**config.mk**
```make
export PLATFORM = sky130hd
export DESIGN_NAME = serial_rx_quad
export DESIGN_NICKNAME = d
export VERILOG_FILES = /design/src/rtl/srx_pkg.sv /design/src/rtl/srx_deframer.sv /design/src/rtl/srx_fifo.sv /design/src/rtl/serial_rx_quad.sv
export SDC_FILE = /design/constraint.sdc
export NUM_CORES = 1
export LEC_CHECK = 0
export BUFFER_PORTS_ARGS = -buffer_cell sky130_fd_sc_hd__buf_4
export CAP_MARGIN = 10
export CORE_MARGIN = 3
export CORE_UTILIZATION = 50
export DETAILED_ROUTE_END_ITERATION = 8
export PLACE_DENSITY_LB_ADDON = 0.25
export SLEW_MARGIN = 20
export SYNTH_ARGS = -nofsm -noshare
export SYNTH_HDL_FRONTEND = slang
export SYNTH_SLANG_ARGS = --single-unit
```
**constraint.sdc**
```tcl
create_clock -name clk -period 2.91 [get_ports clk]
set_input_delay 0.582 -clock clk [delete_from_list [all_inputs] [get_ports clk]]
set_output_delay 0.582 -clock clk [all_outputs]
set_load 0.005 [all_outputs]
```
**src/rtl/srx_pkg.sv**
```systemverilog
package srx_pkg;
    localparam int CHAR_W = 8;

    typedef struct packed {
        logic [CHAR_W-1:0] data;
        logic              perr;
        logic              ferr;
        logic              brk;
    } srx_char_t;

    typedef enum logic [2:0] {
        SR_IDLE  = 3'd0,
        SR_START = 3'd1,
        SR_DATA  = 3'd2,
        SR_PAR   = 3'd3,
        SR_STOP  = 3'd4,
        SR_BRKW  = 3'd5
    } srx_state_e;

    localparam logic [2:0] OP_RX_ON   = 3'd1;
    localparam logic [2:0] OP_RX_OFF  = 3'd2;
    localparam logic [2:0] OP_RX_RST  = 3'd3;
    localparam logic [2:0] OP_ERR_RST = 3'd4;
    localparam logic [2:0] OP_RTS_ON  = 3'd5;
    localparam logic [2:0] OP_RTS_OFF = 3'd6;
endpackage

```
**src/rtl/srx_deframer.sv**
```systemverilog
module srx_deframer
    import srx_pkg::*;
#(
    parameter int OSR = 16
) (
    input  logic            clk,
    input  logic            rst_n,
    input  logic            tick_i,
    input  logic            rxd_i,
    input  logic [1:0]      cfg_bits_i,
    input  logic            cfg_par_en_i,
    input  logic            cfg_par_odd_i,
    output logic            done_o,
    output srx_char_t       chr_o
);
    localparam int CW = $clog2(OSR);
    localparam int IW = $clog2(CHAR_W);
    localparam logic [CW-1:0] MID_CNT  = CW'(OSR / 2 - 1);
    localparam logic [CW-1:0] LAST_CNT = CW'(OSR - 1);
    localparam logic [IW-1:0] MIN_LAST = IW'(CHAR_W - 4);

    typedef struct packed {
        srx_state_e        st;
        logic [CW-1:0]     cnt;
        logic [IW-1:0]     idx;
        logic [CHAR_W-1:0] sh;
        logic              parb;
        logic [1:0]        sync;
        logic              done;
        srx_char_t         chr;
    } df_t;

    df_t q, d;
    logic          rx;
    logic [IW-1:0] last_idx;
    logic          brk_now;

    assign rx       = q.sync[1];
    assign last_idx = MIN_LAST + IW'(cfg_bits_i);

    always_comb begin
        d       = q;
        d.sync  = {q.sync[0], rxd_i};
        d.done  = 1'b0;
        brk_now = 1'b0;
        case (q.st)
            SR_IDLE: begin
                if (tick_i && !rx) begin
                    d.st  = SR_START;
                    d.cnt = '0;
                    d.sh  = '0;
                    d.parb = 1'b0;
                end
            end
            SR_START: begin
                if (tick_i) begin
                    if (q.cnt == MID_CNT) begin
                        d.cnt = '0;
                        d.idx = '0;
                        d.st  = rx ? SR_IDLE : SR_DATA;
                    end else begin
                        d.cnt = q.cnt + 1'b1;
                    end
                end
            end
            SR_DATA: begin
                if (tick_i) begin
                    if (q.cnt == LAST_CNT) begin
                        d.cnt        = '0;
                        d.sh[q.idx]  = rx;
                        if (q.idx == last_idx) begin
                            d.st = cfg_par_en_i ? SR_PAR : SR_STOP;
                        end else begin
                            d.idx = q.idx + 1'b1;
                        end
                    end else begin
                        d.cnt = q.cnt + 1'b1;
                    end
                end
            end
            SR_PAR: begin
                if (tick_i) begin
                    if (q.cnt == LAST_CNT) begin
                        d.cnt  = '0;
                        d.parb = rx;
                        d.st   = SR_STOP;
                    end else begin
                        d.cnt = q.cnt + 1'b1;
                    end
                end
            end
            SR_STOP: begin
                if (tick_i) begin
                    if (q.cnt == LAST_CNT) begin
                        brk_now     = !rx && (q.sh == '0) && !(cfg_par_en_i && q.parb);
                        d.cnt       = '0;
                        d.done      = 1'b1;
                        d.chr.data  = q.sh;
                        d.chr.ferr  = !rx;
                        d.chr.brk   = brk_now;
                        d.chr.perr  = cfg_par_en_i && (q.parb != ((^q.sh) ^ cfg_par_odd_i));
                        d.st        = brk_now ? SR_BRKW : SR_IDLE;
                    end else begin
                        d.cnt = q.cnt + 1'b1;
                    end
                end
            end
            SR_BRKW: begin
                if (rx) begin
                    d.st = SR_IDLE;
                end
            end
            default: d.st = SR_IDLE;
        endcase
    end

    always_ff @(posedge clk or negedge rst_n) begin
        if (!rst_n) begin
            q      <= '0;
            q.sync <= 2'b11;
        end else begin
            q <= d;
        end
    end

    assign done_o = q.done;
    assign chr_o  = q.chr;
endmodule

```
**src/rtl/srx_fifo.sv**
```systemverilog
module srx_fifo
    import srx_pkg::*;
#(
    parameter int DEPTH = 3
) (
    input  logic                          clk,
    input  logic                          rst_n,
    input  logic                          flush_i,
    input  logic                          push_i,
    input  logic                          pop_i,
    input  srx_char_t                     din_i,
    output srx_char_t                     dout_o,
    output logic [$clog2(DEPTH+1)-1:0]    count_o
);
    localparam int PW   = (DEPTH > 1) ? $clog2(DEPTH) : 1;
    localparam int CNTW = $clog2(DEPTH + 1);
    localparam logic [PW-1:0]   LAST_PTR = PW'(DEPTH - 1);
    localparam logic [CNTW-1:0] FULL_CNT = CNTW'(DEPTH);

    typedef struct packed {
        srx_char_t [DEPTH-1:0] mem;
        logic [PW-1:0]         rd;
        logic [PW-1:0]         wr;
        logic [CNTW-1:0]       cnt;
    } ff_t;

    ff_t  q, d;
    logic do_pop, do_push;

    function automatic logic [PW-1:0] step(input logic [PW-1:0] p);
        return (p == LAST_PTR) ? '0 : p + 1'b1;
    endfunction

    always_comb begin
        d       = q;
        do_pop  = pop_i && (q.cnt != '0);
        do_push = push_i && ((q.cnt != FULL_CNT) || do_pop);
        if (flush_i) begin
            d.rd  = '0;
            d.wr  = '0;
            d.cnt = '0;
        end else begin
            if (do_push) begin
                d.mem[q.wr] = din_i;
                d.wr        = step(q.wr);
            end
            if (do_pop) begin
                d.rd = step(q.rd);
            end
            d.cnt = q.cnt + CNTW'(do_push) - CNTW'(do_pop);
        end
    end

    always_ff @(posedge clk or negedge rst_n) begin
        if (!rst_n) begin
            q <= '0;
        end else begin
            q <= d;
        end
    end

    assign dout_o  = q.mem[q.rd];
    assign count_o = q.cnt;
endmodule

```
**src/rtl/serial_rx_quad.sv**
```systemverilog
module serial_rx_quad
    import srx_pkg::*;
#(
    parameter int FIFO_DEPTH = 3,
    parameter int OSR        = 16
) (
    input  logic              clk,
    input  logic              rst_n,
    input  logic              tick16_i,
    input  logic              rxd_i,
    input  logic [1:0]        cfg_bits_i,
    input  logic              cfg_par_en_i,
    input  logic              cfg_par_odd_i,
    input  logic              cfg_block_err_i,
    input  logic              cfg_irq_full_i,
    input  logic              cfg_rts_auto_i,
    input  logic              cmd_valid_i,
    input  logic [2:0]        cmd_op_i,
    input  logic              rd_en_i,
    output logic [CHAR_W-1:0] rd_data_o,
    output logic              rdy_o,
    output logic              full_o,
    output logic              ovr_o,
    output logic              perr_o,
    output logic              ferr_o,
    output logic              brk_o,
    output logic              irq_o,
    output logic              rts_o
);
    localparam int CNTW = $clog2(FIFO_DEPTH + 1);
    localparam logic [CNTW-1:0] FULL_CNT = CNTW'(FIFO_DEPTH);

    typedef struct packed {
        logic      en;
        logic      pend_v;
        srx_char_t pend;
        logic      ovr;
        logic      acc_perr;
        logic      acc_ferr;
        logic      acc_brk;
        logic      rts;
    } top_t;

    top_t            q, d;
    logic            sr_done;
    srx_char_t       sr_chr;
    srx_char_t       head;
    srx_char_t       push_chr;
    logic [CNTW-1:0] fcnt;
    logic            push, pop, flush, room, take, fifo_full;
    int              cnt_next;
    logic            rx_en_w;

    srx_deframer #(.OSR(OSR)) u_deframer (
        .clk           (clk),
        .rst_n         (rst_n),
        .tick_i        (tick16_i),
        .rxd_i         (rxd_i),
        .cfg_bits_i    (cfg_bits_i),
        .cfg_par_en_i  (cfg_par_en_i),
        .cfg_par_odd_i (cfg_par_odd_i),
        .done_o        (sr_done),
        .chr_o         (sr_chr)
    );

    srx_fifo #(.DEPTH(FIFO_DEPTH)) u_fifo (
        .clk     (clk),
        .rst_n   (rst_n),
        .flush_i (flush),
        .push_i  (push),
        .pop_i   (pop),
        .din_i   (push_chr),
        .dout_o  (head),
        .count_o (fcnt)
    );

    assign fifo_full = (fcnt == FULL_CNT);
    assign pop       = rd_en_i && (fcnt != '0);
    assign room      = !fifo_full || pop;
    assign take      = sr_done && q.en;

    always_comb begin
        d        = q;
        push     = 1'b0;
        flush    = 1'b0;
        push_chr = q.pend;

        // the holding slot drains first; a new character follows it
        if (q.pend_v && room) begin
            push     = 1'b1;
            push_chr = q.pend;
            d.pend_v = take;
            if (take) begin
                d.pend = sr_chr;
            end
        end else if (take && room) begin
            push     = 1'b1;
            push_chr = sr_chr;
        end else if (take) begin
            d.pend   = sr_chr;
            d.pend_v = 1'b1;
            if (q.pend_v) begin
                d.ovr = 1'b1;
            end
        end

        if (sr_done) begin
            d.acc_perr = q.acc_perr | sr_chr.perr;
            d.acc_ferr = q.acc_ferr | sr_chr.ferr;
            d.acc_brk  = q.acc_brk  | sr_chr.brk;
        end

        if (cmd_valid_i) begin
            case (cmd_op_i)
                OP_RX_ON:   d.en  = 1'b1;
                OP_RX_OFF:  d.en  = 1'b0;
                OP_RTS_ON:  d.rts = 1'b1;
                OP_RTS_OFF: d.rts = 1'b0;
                OP_ERR_RST: begin
                    d.ovr      = 1'b0;
                    d.acc_perr = 1'b0;
                    d.acc_ferr = 1'b0;
                    d.acc_brk  = 1'b0;
                end
                OP_RX_RST: begin
                    d.en       = 1'b0;
                    d.pend_v   = 1'b0;
                    d.ovr      = 1'b0;
                    d.acc_perr = 1'b0;
                    d.acc_ferr = 1'b0;
                    d.acc_brk  = 1'b0;
                    flush      = 1'b1;
                    push       = 1'b0;
                end
                default: ;
            endcase
        end

        cnt_next = flush ? 0 : (int'(fcnt) + int'(push && room) - int'(pop));
        if (cfg_rts_auto_i && !fifo_full && (cnt_next == FIFO_DEPTH)) begin
            d.rts = 1'b0;
        end
    end

    always_ff @(posedge clk or negedge rst_n) begin
        if (!rst_n) begin
            q <= '0;
        end else begin
            q <= d;
        end
    end

    assign rx_en_w   = q.en;
    assign rd_data_o = head.data;
    assign rdy_o     = (fcnt != '0);
    assign full_o    = fifo_full;
    assign ovr_o     = q.ovr;
    assign perr_o    = cfg_block_err_i ? q.acc_perr : (rdy_o && head.perr);
    assign ferr_o    = cfg_block_err_i ? q.acc_ferr : (rdy_o && head.ferr);
    assign brk_o     = cfg_block_err_i ? q.acc_brk  : (rdy_o && head.brk);
    assign irq_o     = cfg_irq_full_i ? fifo_full : rdy_o;
    assign rts_o     = q.rts;
endmodule

```
==> flow_metrics.env, run 1 <==
export IMPL_wl_per_cell_microns=14.9
export IMPL_ant_nets=0
export IMPL_clock_root_buffer="clkbuf_8"
export IMPL_antenna_cells=0
export IMPL_start_util=0.527
export IMPL_path_cells="nor2b_1, buf_4, nand2_1, o21ai_0, a22o_1, buf_4"
export IMPL_grt_pass1_vias=3209
export IMPL_cts_tree="yes"
export IMPL_htreeDepth=3
export IMPL_hold_buffers=0
export IMPL_first_iter_violations=75
export IMPL_cpPeakStageDelay_ns=0.65
export IMPL_worst_slew_pin_slew_ns=0.693
export IMPL_hold_path_class="input port to asynchronous set/reset pin"
export IMPL_max_slew_margin=0.538
export IMPL_synth_area_top_cells="dfrtp_1 47%, mux2_2 13%, o21ai_0 4.5%, mux2i_1 3.4%, ha_1 2.9%"
export IMPL_synth_ff_type="dfrtp_1"
export IMPL_synth_enable_flop_cells=0
export IMPL_vias=3344
export IMPL_p_per_area_mw_per_mm2=638
export IMPL_post_cts_buffers=0
export IMPL_die_width_microns=103
export IMPL_timing_hold_ws_ns=0.242
export IMPL_ys_types=59
export IMPL_ys_ff_latch=90
export IMPL_clk_pin_slew_worst_paths_ns=0.10
export IMPL_r2r_slack_ns=0.40
export IMPL_synth_most_common_cell="dfrtp_1"
export IMPL_rsz0062_at_grt="false"
export IMPL_syn_area_per_cell_sq_um=10.6
export IMPL_gp_congestion=0.803
export IMPL_cp_max_fo=14
export IMPL_row_count=34
export IMPL_worstPathArrival_ns=2.00
export IMPL_path_class="register to primary output"
export IMPL_setup_viol=0
export IMPL_finalHoldViolCount=0
export IMPL_crit_top_cell="buf_4"
export IMPL_period_share=0.888
export IMPL_crit_slowest_cell="dfrtp_1"
export IMPL_nets=498
export IMPL_yosysTopAreaCell="dfrtp_1"
export IMPL_numCtsBuffers=9
export IMPL_async_reset_ff_frac=1.00
export IMPL_regToRegEndpoint="rts_o"
export IMPL_die_y_microns=103
export IMPL_cts_max_path_buffers=2
export IMPL_end_kind="primary output"
export IMPL_final_util=0.586
export IMPL_r2r_cells=9
export IMPL_period_minus_slack_ns=2.58
export IMPL_drt_pass1_iter_count=4
export IMPL_cp_start_kind="register"
export IMPL_fin_worst_skew_ns=0.0197
export IMPL_clock_sinks=90
export IMPL_drcViolationCount=0
export IMPL_drive_gt1_frac=0.244
export IMPL_required_ns=2.33
export IMPL_drv_cap=0
export IMPL_clock_fmax_mhz=387
export IMPL_yosysWarnings=0
export IMPL_gr_total_overflow=0
export IMPL_critical_path_top_delay_family="flip-flops"
export IMPL_slew_violations=0
export IMPL_antenna_found_initial=0
export IMPL_synth_top_area_frac=0.465
export IMPL_ir_worst_vdd_v=0.000486
export IMPL_area_growth_pct=11.1
export IMPL_cts_resized=0
export IMPL_viasPerCell=5.56
export IMPL_grt_pass1_wl_microns=15400
export IMPL_syn_num_nets=473
export IMPL_finalSetupTns_ns=0
export IMPL_core_area_sq_mm=0.00898
export IMPL_synth_common_cells="88 x dfrtp_1, 53 x mux2_2, 43 x o21ai_0"
export IMPL_yosysSeqAreaShare=0.476
export IMPL_fp_dieArea_sq_mm=0.0107
export IMPL_p_leak_nw=2.50
export IMPL_clk_latency_ns=0.37
export IMPL_synth_area_sq_mm=0.00473
export IMPL_grt_max_degree=55
export IMPL_gr_usage_all_layers=0.183
export IMPL_io_buffers=31
export IMPL_wl_microns=8980
export IMPL_place_hpwl_microns=6410
export IMPL_syn_inst=445
export IMPL_worst_path_buf_inv=2
export IMPL_reg2reg_from="u_fifo.count_o[1]"
export IMPL_power_w=0.00336
export IMPL_outcome="complete, no violations"
export IMPL_ioPinCount=32
[layout by cell type, fill, tap and decap left out, types with 3 or more instances in the layout]
cell      netlist  final
nor2b_1         4      4
nor2_1         21     21
buf_4           2     39
dfrtp_1        88     88
nor3_1          7      7
a31oi_1         4      4
nand3b_1        3      3
nand2b_1        5      5
nand4_1         3      3
nand2_1        36     36
mux2i_1        16     16
a22o_1          4      4
o21ai_0        43     43
xnor2_1         9      9
nand3_1        12     12
and3_1          3      3
inv_1          19     19
a21oi_1        20     20
clkinv_4        0      3
o21a_1          4      4
mux2_1          5      5
o22ai_1         4      4
ha_1           11     11
nor4_1          4      4
mux2_2         53     53
and4b_1         3      3
clkbuf_8        0      9
a21boi_0        3      3
[area by class of cell]
| class | count | area, sq um |
|---|---|---|
| inverters | 19 | 71.3 |
| clock buffers | 9 | 124 |
| flip-flops and latches | 90 | 2250 |
| fillers | 756 | 3720 |
| clock inverters | 7 | 66.3 |
| repair buffers | 40 | 313 |
| well taps | 126 | 158 |
| multi-input cells | 310 | 2270 |
[worst max-delay path by stage]
stage	startpoint	end	cells after the start
floorplan	rd_en_i	rts_o	9
global placement	rd_en_i	rts_o	10
detailed placement	rd_en_i	rts_o	10
CTS	u_fifo.q[4]	brk_o	6
global route	u_fifo.q[4]	brk_o	6
finish	u_fifo.q[4]	brk_o	6
[power breakdown]
| group | switching, W | internal [W] |
|---|---|---|
| clock network | 0.000485 | 0.000333 |
| logic | 0.000547 | 0.000441 |
| registers | 0.000189 | 0.00136 |
| total | 0.00122 | 0.00214 |
[through the flow]
stage / instances / cell area, sq um / setup slack [ns]
finish: 601 / 5260 / 0.326
global route: 601 / 5260 / 0.148
CTS: 601 / 5260 / 0.257
detailed placement: 585 / 5070 / 0.307
global placement: 585 / 5070 / 0.363
floorplan: 445 / 4730 / 0.542
[kinds of logic (layout without fill, tap and decap cells)]
logic type | Yosys count | in the layout | share of synthesized area
AOI/OAI and AO/OA | 101 | 101 | 0.130
xor gates and xnor gates | 10 | 10 | 0.0185
adders and majority gates | 12 | 12 | 0.0333
buffers and inverters | 45 | 75 | 0.0433
DFF | 90 | 90 | 0.476
muxes | 74 | 74 | 0.172
and+or+nand+nor | 113 | 113 | 0.127
[registers in the layout, indices dropped and copies added (netlist names)]
| register | flops |
|---|---|
| u_fifo.q | 37 |
| u_deframer.q | 20 |
| q | 15 |
| u_deframer.chr_o | 11 |
| u_fifo.count_o | 2 |
| ovr_o | 1 |
| rts_o | 1 |
| rx_en_w | 1 |
| u_deframer.d | 1 |
| u_deframer.done_o | 1 |
[layer usage]
layer  vias to the layer above  track usage  share of wire
li1                       1641            -              -
met1                      1631        0.251           0.46
met2                        57        0.292           0.48
met3                        15       0.0463          0.041
met4                         0       0.0498          0.014
met5                         -            0              0
(Power assumes the default switching activity.)
==> run 2: changes to the inputs <==
Clock period 2.91 ns to 2.3 ns, I/O delays scaled along.
==> flow_metrics.env, run 2 (synthesis results as in run 1) <==
export IMPL_io_buffers=31
export IMPL_period_minus_slack_ns=2.21
export IMPL_path_class="register to register"
export IMPL_clock_sinks=90
export IMPL_core_area_sq_mm=0.00898
export IMPL_die_width_microns=103
export IMPL_htreeDepth=3
export IMPL_p_per_area_mw_per_mm2=810
export IMPL_grt_max_degree=41
export IMPL_worst_slew_pin_slew_ns=0.563
export IMPL_largest_reg_flops=37
export IMPL_clock_root_buffer="clkbuf_8"
export IMPL_vias=3374
export IMPL_wl_per_cell_microns=15.1
export IMPL_max_slew_margin=0.621
export IMPL_largestRegisters="u_fifo.q x37, u_deframer.q x20, q x15"
export IMPL_place_hpwl_microns=6590
export IMPL_pre_cts_slack_ns=-0.112
export IMPL_drive_gt1_frac=0.277
export IMPL_area_growth_pct=14.3
export IMPL_viasPerCell=5.50
export IMPL_antenna_found_initial=0
export IMPL_dp_cells=598
export IMPL_gp_congestion=0.820
export IMPL_numCtsBuffers=9
export IMPL_rsz0062_at_grt="true"
export IMPL_ant_nets=0
export IMPL_clk_pin_slew_worst_paths_ns=0.09
export IMPL_p_leak_nw=2.57
export IMPL_gr_total_overflow=0
export IMPL_drt_pass1_iter_count=4
export IMPL_start_util=0.527
export IMPL_wl_microns=9290
export IMPL_nets=511
export IMPL_drcViolationCount=0
export IMPL_worstPathArrival_ns=2.45
export IMPL_ioPinCount=32
export IMPL_period_share=0.961
export IMPL_finalHoldViolCount=0
export IMPL_cp_max_fo=3
export IMPL_first_iter_violations=113
export IMPL_fin_worst_skew_ns=0.00989
export IMPL_gr_usage_all_layers=0.191
export IMPL_power_w=0.00438
export IMPL_clock_fmax_mhz=453
export IMPL_row_count=34
export IMPL_grt_pass1_wl_microns=15800
export IMPL_cts_max_path_buffers=2
export IMPL_layout_commonest_cell="dfrtp_1"
export IMPL_worst_slack_ns=0.0905
export IMPL_clk_latency_ns=0.36
export IMPL_end_kind="register"
export IMPL_final_util=0.603
export IMPL_setup_viol=0
export IMPL_grt_pass1_vias=3253
export IMPL_hold_buffers=0
export IMPL_regMostFlops="u_fifo.q"
export IMPL_fp_dieArea_sq_mm=0.0107
export IMPL_layout_common_cells="88 x dfrtp_1, 53 x mux2_2, 51 x buf_4"
export IMPL_cp_start_kind="register"
export IMPL_cts_tree="yes"
export IMPL_die_y_microns=103
export IMPL_hold_path_class="input port to asynchronous set/reset pin"
export IMPL_required_ns=2.54
export IMPL_instances_no_fill=614
export IMPL_drv_cap=0
export IMPL_slew_violations=0
export IMPL_ir_worst_vdd_v=0.000569
export IMPL_outcome="complete, no violations"
export IMPL_antenna_cells=0
export IMPL_timing_hold_ws_ns=0.0790
## run 2: area by class of cell
cell class	count	area, sq um
multi-input cells	310	2320
fillers	756	3560
inverters	19	71.3
repair buffers	53	423
clock buffers	10	138
clock inverters	6	48.8
flip-flops and latches	90	2250
well taps	126	158
## run 2: power by group
| group | switching (W) | total [W] | internal [W] |
|---|---|---|---|
| Clock | 0.000587 | 0.00102 | 0.000434 |
| Sequential | 0.000177 | 0.00190 | 0.00172 |
| Combinational | 0.000799 | 0.00146 | 0.000661 |
## run 2: worst paths after layout
path                                    from           endpoint  slack [ns]  cells past startpoint
max                        u_fifo.count_o[0]              rts_o        0.09                      9
min                                    rst_n  u_fifo.count_o[0]        0.08                      1
max reg2reg                u_fifo.count_o[0]              rts_o        0.09                      9
min reg2reg                 u_deframer.d[13]   u_deframer.q[13]        0.36                      0
max in group asynchronous              rst_n       u_fifo.q[20]        1.59                      2
min in group clk                       rxd_i   u_deframer.d[13]        0.21                      1
## run 2: through the flow
step / cell area [sq um] / setup TNS, ns
floorplan: 4730 / 0
global placement: 5180 / -0.0163
detailed placement: 5180 / -0.112
CTS: 5370 / 0
global route: 5410 / -0.0325
finish: 5410 / 0
## run 2: repair_timing
action                                  in CTS  in global routing
resized for setup                            2                  7
pin swaps                                    0                  3
cloned                                       0                  0
setup buffers                                0                  0
endpoints found under the setup margin       1                  1
## run 2: worst max-delay path, cell delays in order (launching register included)
cell	delay, ns
dfrtp_1	0.41
o21ai_2	0.14
inv_1	0.06
ha_1	0.28
inv_2	0.05
ha_4	0.15
fa_1	0.50
nand3_2	0.09
a2111oi_4	0.29
a211oi_2	0.11
## run 2: routing by layer
layer / wire length (microns) / track usage / vias up
li1: - / - / 1667
met1: 4410 / 0.257 / 1641
met2: 4530 / 0.315 / 55
met3: 249 / 0.0402 / 11
met4: 106 / 0.0548 / 0
met5: 0 / 0 / -
==> run 3: changes to the inputs <==
Clock period 2.3 ns to 1.83 ns, I/O delays scaled along.
==> flow_metrics.env, run 3 (synthesis results as in run 1) <==
export IMPL_gr_total_overflow=0
export IMPL_ioPinCount=32
export IMPL_period_share=1.17
export IMPL_grt_max_degree=48
export IMPL_slew_violations=0
export IMPL_switching_power_w=0.00221
export IMPL_power_frac_comb=0.395
export IMPL_hold_path_class="input port to register"
export IMPL_p_sw_frac=0.363
export IMPL_cp_start_kind="register"
export IMPL_pre_cts_slack_ns=-0.333
export IMPL_power_w=0.00610
export IMPL_clock_sinks=90
export IMPL_worst_slew_pin_slew_ns=0.456
export IMPL_cp_max_fo=6
export IMPL_finalHoldViolCount=0
export IMPL_cts_tree="yes"
export IMPL_clk_pin_slew_worst_paths_ns=0.10
export IMPL_pwr_share_seq=0.381
export IMPL_die_y_microns=103
export IMPL_drt_pass1_iter_count=5
export IMPL_start_util=0.527
export IMPL_worst_slack_ns=-0.310
export IMPL_rsz0062_at_grt="true"
export IMPL_drcViolationCount=0
export IMPL_viasPerCell=5.45
export IMPL_period_minus_slack_ns=2.14
export IMPL_numCtsBuffers=9
export IMPL_fin_worst_skew_ns=0.0179
export IMPL_gr_usage_all_layers=0.209
export IMPL_fp_dieArea_sq_mm=0.0107
export IMPL_clk_latency_ns=0.37
export IMPL_nets=553
export IMPL_die_width_microns=103
export IMPL_drive_gt1_frac=0.377
export IMPL_setup_viol=59
export IMPL_final_util=0.672
export IMPL_ir_worst_vdd_v=0.000639
export IMPL_largestRegisters="u_fifo.q x37, u_deframer.q x20, q x15"
export IMPL_vias=3575
export IMPL_gp_congestion=0.911
export IMPL_antenna_found_initial=0
export IMPL_ant_nets=0
export IMPL_grt_pass1_wl_microns=17300
export IMPL_failed_checks="setup timing"
export IMPL_io_buffers=31
export IMPL_drv_cap=0
export IMPL_fill_cells=676
export IMPL_layout_commonest_cell="dfrtp_1"
export IMPL_htreeDepth=3
export IMPL_p_per_area_mw_per_mm2=1010
export IMPL_clockPowerShare=0.224
export IMPL_area_growth_pct=27.5
export IMPL_worstPathArrival_ns=2.40
export IMPL_cts_max_path_buffers=2
export IMPL_core_area_sq_mm=0.00898
export IMPL_outcome="finished, violations left"
export IMPL_design_area_sq_mm=0.00603
export IMPL_required_ns=2.09
export IMPL_largest_reg_flops=37
export IMPL_row_count=34
export IMPL_max_slew_margin=0.694
export IMPL_clock_fmax_mhz=467
export IMPL_antenna_cells=0
export IMPL_p_leak_nw=2.89
export IMPL_first_iter_violations=231
export IMPL_layout_common_cells="88 x dfrtp_1, 79 x buf_4, 39 x mux2_4"
export IMPL_path_class="register to register"
export IMPL_finalSetupTns_ns=-12.33
export IMPL_wl_microns=10500
export IMPL_grt_pass1_vias=3589
export IMPL_regMostFlops="u_fifo.q"
export IMPL_end_kind="register"
export IMPL_clock_root_buffer="clkbuf_8"
export IMPL_placed_area_sq_mm=0.00544
export IMPL_place_hpwl_microns=7070
export IMPL_wl_per_cell_microns=16.1
export IMPL_p_int_w=0.00388
## run 3: cell count changes in the layout (fill, tap and decap cells not counted), sizes merged
cell | before | now
buf | 53 | 94
clkbuf | 10 | 9
dlygate4sd3 | 0 | 1
inv | 21 | 22
## run 3: worst max-delay path: stages, from the launching register on
cell and delay, ns:
dfrtp_1 0.40, buf_4 0.14, buf_6 0.11, and3b_2 0.23, buf_6 0.13, nor3_4 0.23
buf_6 0.19, mux2_4 0.33, mux2_4 0.26
## run 3: repair_timing
item	4_1_cts	5_1_grt
buffers inserted	7	2
hold buffers	1	0
setup endpoints to repair	55	75
pin swaps	10	4
cloned	2	0
resized for setup	74	22
endpoints found under the hold margin	25	0
## run 3: power groups by stage
| stage | clock network [W] | registers, W | logic [W] |
|---|---|---|---|
| 2_1_floorplan | 0 | 0.00229 | 0.00137 |
| 3_3_place_gp | 0 | 0.00235 | 0.00205 |
| 3_5_place_dp | 0 | 0.00236 | 0.00211 |
| 4_1_cts | 0.00140 | 0.00232 | 0.00232 |
| 5_1_grt | 0.00148 | 0.00235 | 0.00265 |
| 6_report | 0.00137 | 0.00232 | 0.00241 |
## run 3: cell type report
cell class / count / area, sq um / area share
Tap cell: 126 / 158 / 0.0261
Timing Repair Buffer: 95 / 802 / 0.133
Sequential cell: 90 / 2250 / 0.374
Inverter: 19 / 71.3 / 0.0118
Clock buffer: 9 / 124 / 0.0205
Clock inverter: 7 / 81.3 / 0.0135
Multi-Input combinational cell: 310 / 2540 / 0.421
## run 3: through the flow
stage | instances | hold slack (ns)
finish | 656 | 0.106
floorplan | 445 | 0.0704
CTS | 654 | 0.0904
global route | 656 | 0.0906
global placement | 628 | 0.325
detailed placement | 628 | 0.322
## run 3: worst paths after layout
kind,depth (start not counted),startpoint,slack (ns),endpoint
min in group asynchronous,2,rst_n,0.46,u_fifo.count_o[1]
min,1,rxd_i,0.11,u_deframer.d[13]
max reg2reg,8,u_fifo.count_o[1],-0.31,u_fifo.q[20]
max in group asynchronous,3,rst_n,0.79,u_deframer.chr_o[5]
max,8,u_fifo.count_o[1],-0.31,u_fifo.q[20]
min reg2reg,0,u_deframer.d[13],0.36,u_deframer.q[13]
## run 3: layer usage
| layer | share of wire | track usage |
|---|---|---|
| met5 | 0 | 0 |
| met3 | 0.023 | 0.0396 |
| met4 | 0.012 | 0.0478 |
| met2 | 0.52 | 0.377 |
| met1 | 0.44 | 0.260 |
